$ cat src/rtl/uft_pkg.sv
package uft_pkg;
  typedef enum logic [2:0] {
    ST_IDLE,
    ST_START,
    ST_DATA,
    ST_PAR,
    ST_STOP
  } seq_state_t;

  typedef struct packed {
    logic [1:0] len_code;
    logic       par_en;
    logic       par_odd;
    logic [1:0] stop_code;
  } frame_cfg_t;
endpackage

$ cat src/rtl/uft_holding.sv
module uft_holding #(
  parameter int DATA_W = 8
) (
  input  logic              clk,
  input  logic              rst_n,
  input  logic              in_valid,
  output logic              in_ready,
  input  logic [DATA_W-1:0] in_data,
  input  logic              take,
  output logic              hold_full,
  output logic [DATA_W-1:0] hold_data
);
  logic accept;

  assign in_ready = !hold_full;
  assign accept   = in_valid && in_ready;

  always_ff @(posedge clk or negedge rst_n) begin
    if (!rst_n) begin
      hold_full <= 1'b0;
      hold_data <= '0;
    end else if (accept) begin
      hold_full <= 1'b1;
      hold_data <= in_data;
    end else if (take) begin
      hold_full <= 1'b0;
    end
  end
endmodule

$ cat src/rtl/uft_frame_seq.sv
module uft_frame_seq
  import uft_pkg::*;
#(
  parameter int DATA_W = 8,
  parameter int LEN_W  = 2,
  parameter int TICKS  = 16
) (
  input  logic              clk,
  input  logic              rst_n,
  input  logic              tick,
  input  logic              hold_full,
  input  logic [DATA_W-1:0] hold_data,
  input  frame_cfg_t        cfg,
  output logic              take,
  output logic              serial_bit,
  output logic              active
);
  localparam int MIN_LEN = DATA_W - (1 << LEN_W) + 1;
  localparam int CNT_W   = $clog2(2 * TICKS);
  localparam int IDX_W   = $clog2(DATA_W);

  seq_state_t        state;
  logic [CNT_W-1:0]  cnt;
  logic [CNT_W-1:0]  cnt_last;
  logic [CNT_W-1:0]  stop_last;
  logic [IDX_W-1:0]  idx;
  logic [IDX_W-1:0]  nbits_m1;
  logic [IDX_W-1:0]  nbits_in_m1;
  logic [DATA_W-1:0] shreg;
  frame_cfg_t        cfg_q;
  logic              par_q;
  logic              par_next;
  logic              start_now;

  always_comb begin
    unique case (cfg_q.stop_code)
      2'd0:    stop_last = CNT_W'(TICKS - 1);
      2'd1:    stop_last = CNT_W'(TICKS + TICKS / 2 - 1);
      default: stop_last = CNT_W'(2 * TICKS - 1);
    endcase
  end

  assign cnt_last    = (state == ST_STOP) ? stop_last : CNT_W'(TICKS - 1);
  assign nbits_m1    = IDX_W'(MIN_LEN - 1) + IDX_W'(cfg_q.len_code);
  assign nbits_in_m1 = IDX_W'(MIN_LEN - 1) + IDX_W'(cfg.len_code);

  always_comb begin
    par_next = cfg.par_odd;
    for (int i = 0; i < DATA_W; i++) begin
      if (i <= int'(nbits_in_m1)) par_next = par_next ^ hold_data[i];
    end
  end

  assign start_now = hold_full &&
                     ((state == ST_IDLE) ||
                      (state == ST_STOP && tick && cnt == cnt_last));
  assign take   = start_now;
  assign active = (state != ST_IDLE);

  always_ff @(posedge clk or negedge rst_n) begin
    if (!rst_n) begin
      state <= ST_IDLE;
      cnt   <= '0;
      idx   <= '0;
      shreg <= '0;
      cfg_q <= '0;
      par_q <= 1'b0;
    end else if (start_now) begin
      state <= ST_START;
      cnt   <= '0;
      idx   <= '0;
      shreg <= hold_data;
      cfg_q <= cfg;
      par_q <= par_next;
    end else if (tick && state != ST_IDLE) begin
      if (cnt != cnt_last) begin
        cnt <= cnt + 1'b1;
      end else begin
        cnt <= '0;
        unique case (state)
          ST_START: state <= ST_DATA;
          ST_DATA: begin
            shreg <= shreg >> 1;
            idx   <= idx + 1'b1;
            if (idx == nbits_m1) state <= cfg_q.par_en ? ST_PAR : ST_STOP;
          end
          ST_PAR:  state <= ST_STOP;
          default: state <= ST_IDLE;
        endcase
      end
    end
  end

  always_comb begin
    unique case (state)
      ST_START: serial_bit = 1'b0;
      ST_DATA:  serial_bit = shreg[0];
      ST_PAR:   serial_bit = par_q;
      default:  serial_bit = 1'b1;
    endcase
  end
endmodule

$ cat src/rtl/uft_line_out.sv
module uft_line_out (
  input  logic serial_bit,
  input  logic brk_force,
  input  logic loop_en,
  output logic tx_line,
  output logic loop_out
);
  logic shaped;

  assign shaped   = serial_bit && !brk_force;
  assign tx_line  = loop_en ? !brk_force : shaped;
  assign loop_out = loop_en ? shaped : 1'b1;
endmodule

$ cat src/rtl/uart_frame_tx.sv
module uart_frame_tx
  import uft_pkg::*;
#(
  parameter int DATA_W = 8,
  parameter int LEN_W  = 2,
  parameter int TICKS  = 16
) (
  input  logic              clk,
  input  logic              rst_n,
  input  logic              tick16,
  input  logic              in_valid,
  output logic              in_ready,
  input  logic [DATA_W-1:0] in_data,
  input  logic [LEN_W-1:0]  len_sel,
  input  logic              par_en,
  input  logic              par_odd,
  input  logic [1:0]        stop_sel,
  input  logic              brk_force,
  input  logic              loop_en,
  output logic              tx_line,
  output logic              busy,
  output logic              loop_out
);
  logic              hold_full;
  logic [DATA_W-1:0] hold_data;
  logic              take;
  logic              serial_bit;
  logic              active;
  frame_cfg_t        cfg;

  assign cfg.len_code  = 2'(len_sel);
  assign cfg.par_en    = par_en;
  assign cfg.par_odd   = par_odd;
  assign cfg.stop_code = stop_sel;

  uft_holding #(.DATA_W(DATA_W)) u_hold (
    .clk(clk), .rst_n(rst_n), .in_valid(in_valid), .in_ready(in_ready),
    .in_data(in_data), .take(take), .hold_full(hold_full), .hold_data(hold_data)
  );

  uft_frame_seq #(.DATA_W(DATA_W), .LEN_W(LEN_W), .TICKS(TICKS)) u_seq (
    .clk(clk), .rst_n(rst_n), .tick(tick16), .hold_full(hold_full),
    .hold_data(hold_data), .cfg(cfg), .take(take), .serial_bit(serial_bit),
    .active(active)
  );

  uft_line_out u_out (
    .serial_bit(serial_bit), .brk_force(brk_force), .loop_en(loop_en),
    .tx_line(tx_line), .loop_out(loop_out)
  );

  assign busy = active || hold_full;
endmodule

$ cat config.mk
export PLATFORM = sky130hd
export DESIGN_NAME = uart_frame_tx
export DESIGN_NICKNAME = d
export VERILOG_FILES = /design/src/rtl/uft_pkg.sv /design/src/rtl/uft_holding.sv /design/src/rtl/uft_frame_seq.sv /design/src/rtl/uft_line_out.sv /design/src/rtl/uart_frame_tx.sv
export SDC_FILE = /design/constraint.sdc
export NUM_CORES = 1
export LEC_CHECK = 0
export BUFFER_PORTS_ARGS = -buffer_cell sky130_fd_sc_hd__buf_4
export CAP_MARGIN = 10
export CORE_AREA = 4 4 101 65
export DETAILED_ROUTE_END_ITERATION = 7
export DIE_AREA = 0 0 105 69
export PLACE_DENSITY = 0.58
export SYNTH_ARGS = -nofsm -noshare
export SYNTH_HDL_FRONTEND = slang
export SYNTH_SLANG_ARGS = --single-unit
$ cat constraint.sdc
create_clock -name clk -period 2.1 [get_ports clk]
set_input_delay 0.21 -clock clk [delete_from_list [all_inputs] [get_ports clk]]
set_output_delay 0.21 -clock clk [all_outputs]
set_load 0.005 [all_outputs]
==> metrics.md <==
| Metric | Value |
|---|---|
| Status | `complete, no violations` |
| Count of antenna diodes in the layout | `0` |
| Final standard cell utilization of the core | `42.6%` |
| Via density per instance | `5.19` |
| Share of synthesized area occupied by flip-flops and latches | `44.3%` |
| Number of antenna violations at the first check in global routing | `0` |
| Number of placed I/O pins | `24` |
| Maximum vdd ir drop | `0.000302 V` |
| Critical path capture point type | `register` |
| Post-synth net total | `202` |
| Worst path required time | `2260 ps` |
| Number of search-and-repair iterations in the first detailed-routing pass | `4` |
| Vertical die dimension | `69 um` |
| CTS Buffer Depth | `2` |
| Remaining DRCs | `0` |
| Netlist Area Pre-Place | `1920 sq um` |
| Top FF cell, synth | `dfrtp_1` |
| Total wire length | `4350 um` |
| Count of maximum capacitance violations | `0` |
| Number of failing setup endpoints in the final timing report | `0` |
| Maximum fanout along the worst path | `8` |
| Clock tree skew after final layout | `3.52 ps` |
| Largest net degree at the start of global routing | `35` |
| Clk_lat worst skew | `280 ps` |
| Crit Path Class | `reg2reg` |
| Final Slew Violations | `0` |
| Root buffer selected by CTS | `clkbuf_8` |
| Wire length of the first global-routing pass | `7340 um` |
| Layout overhead on the synthesized area | `22.4%` |
| Horizontal die dimension | `105 um` |
| Max_slew headroom | `68.4%` |
| Die outline area | `7250 sq um` |
| Total non-filler cell area in the finished layout | `2350 sq um` |
| Actual slew at the worst max-slew pin | `472 ps` |
| Number of CTS-inserted buffers | `5` |
| Floorplan core area | `5520 sq um` |
| Part of the cycle the worst path needs | `93.0%` |
| Placed cell area | `2220 sq um` |
| Hold Path Cell Cnt | `3` |
| Clock period minus final worst setup slack | `1950 ps` |
| Synth warnings | `0` |
| Clock-pin slew on the worst setup and hold paths | `70 ps` |
| Highest attainable clock frequency | `0.512 GHz` |
| Number of clock sinks | `34` |
| Critical Path AT | `2120 ps` |
| Worst hold slack | `134 ps` |
| Number of hold violations in the final report | `0` |
| Average wire length per cell after detail routing | `15.3 um` |
| Post-synthesis cell count | `180` |
| Cell area power density | `1010 nW/um^2` |
| Average cell area after synthesis | `10.7 sq um` |
| Via count of the first global-routing pass | `1380` |
| GP Congestion | `0.825` |
| Pleak | `0.00103 uW` |
| Reg2Reg Depth | `6` |
| Clock tree from TritonCTS | `done` |
| Synth cell types | `44` |
| Class of the tightest hold or removal check | `in2reg` |
| Worst setup slack before clock tree synthesis | `121 ps` |
| GRT Util Overall | `12.7%` |
| Fraction of registers with async set or reset after synthesis | `100%` |
| Total via count after detailed routing | `1479` |
| Count of state elements after synthesis | `34` |
| Starting Density | `34.8%` |
| Layout net count | `237` |
| Post-route ant nets | `0` |
| GRT overflow | `0` |
| Fraction of final layout cells with drive strength greater than 1 | `30.6%` |
| Startpoint class of the critical path | `register` |
| Detailed placer's ending HPWL | `3240 um` |
| First DRT Iteration DRCs | `106` |
| Worst path setup slack after routing | `148 ps` |
| Number of placement rows | `21` |
| Number of enable flip-flop cells after synthesis | `0` |
| RSZ-0062 raised after global routing | `yes` |
| H-tree levels | `2` |
| Number of buffers added on ports | `23` |
## cell usage in the layout (no fill, tap or decap), types with 2 or more instances in the layout
cell type / n
a21oi_1: 2
a22oi_1: 7
a31o_1: 2
buf_4: 34
buf_6: 2
clkbuf_8: 8
dfrtp_1: 34
ha_1: 2
inv_1: 7
mux2_2: 8
mux2_4: 6
mux2i_1: 2
nand2_1: 13
nand3_1: 6
nor2_1: 19
nor3b_1: 2
o21ai_0: 8
o22a_1: 7
o22ai_1: 8
or3_1: 2
xnor2_1: 10
xor2_1: 3
## sequential cells by signal, indices dropped and copies added (netlist names)
name              count
u_seq.state           3
u_seq.idx             3
u_seq.cnt             5
u_seq.par_q           1
u_seq.cfg_q           5
u_hold.hold_data      8
u_hold.hold_full      1
u_seq.shreg           8
## cell usage after synthesis (all sizes together) (3+ instances only)
| master | count | area share [%] |
|---|---|---|
| a22oi | 7 | 2.7 |
| xor2 | 3 | 1.4 |
| inv | 7 | 1.4 |
| xnor2 | 10 | 4.6 |
| buf | 6 | 2.5 |
| nor2 | 20 | 4.0 |
| mux2 | 14 | 9.4 |
| o22ai | 8 | 2.6 |
| o21ai | 9 | 2.5 |
| o22a | 7 | 3.2 |
| clkbuf | 3 | 0.59 |
| a31o | 3 | 1.8 |
| dfrtp | 34 | 44 |
| nand2 | 13 | 2.5 |
| nand3 | 6 | 1.6 |
## report_power, final
part	total, uW	switching [uW]	internal, uW	leakage [uW]
sequential	999	162	837	0.000405
clock	562	231	331	0.0000575
combinational	817	367	450	0.000572
## per-stage QoR
stage	cells	power (uW)	setup TNS (ps)
after detailed placement	276	1820	0
after global placement	276	1810	0
after floorplan	180	1590	0
final	285	2380	0
after global routing	285	2550	-3.98
after CTS	285	2390	0
## cell families after synthesis
family                     Yosys count  share of synthesized area, %
DFF                                 34                          44.3
muxes                               16                          10.4
adders and majority gates            2                          1.30
AOI/OAI and AO/OA                   46                          18.6
xor gates and xnor gates            13                          5.92
and+or+nand+nor                     53                          15.0
buffers and inverters               16                          4.49
## final timing paths
kind / slack (ps) / startpoint / end
worst min-delay path: 130 / in_data[7] / u_hold.hold_data[7]
max in group asynchronous: 1360 / rst_n / u_seq.cnt[1]
min in group asynchronous: 420 / rst_n / u_hold.hold_data[1]
worst min register to register: 520 / u_seq.shreg[0] / u_seq.shreg[0]
worst max register to register: 150 / u_seq.cnt[4] / u_seq.cfg_q[5]
worst max-delay path: 150 / u_seq.cnt[4] / u_seq.cfg_q[5]
## per-layer routing
layer  up-vias  part of all wire, %  GRT usage, %
met2        37                   38          15.0
met4         0                 0.39          3.20
met3         2                  7.5          4.10
li1        729                    -             -
met5         -                    0             0
met1       711                   55          21.0
## area by class of cell
| type | count | area [sq um] |
|---|---|---|
| Clock buffer | 8 | 110 |
| Sequential cell | 34 | 851 |
| Tap cell | 69 | 86.3 |
| Multi-Input combinational cell | 130 | 991 |
| Timing Repair Buffer | 37 | 288 |
| Fill cell | 521 | 3170 |
| Inverter | 7 | 26.3 |
## repair_timing
action / CTS / global route
hold endpoints to repair: 34 / 0
endpoints found under the setup margin: 0 / 5
resized for setup: 0 / 3
buffers inserted: 0 / 0
hold buffers: 1 / 0
## critical path, cell delays in order, from the launching register on
cell      delay, ps
dfrtp_1         400
nor4bb_4        360
a31o_1          210
o21ai_2          70
a211oi_2        270
buf_6           190
mux2_2          330
Note: power is estimated with default switching activity, not from simulation.
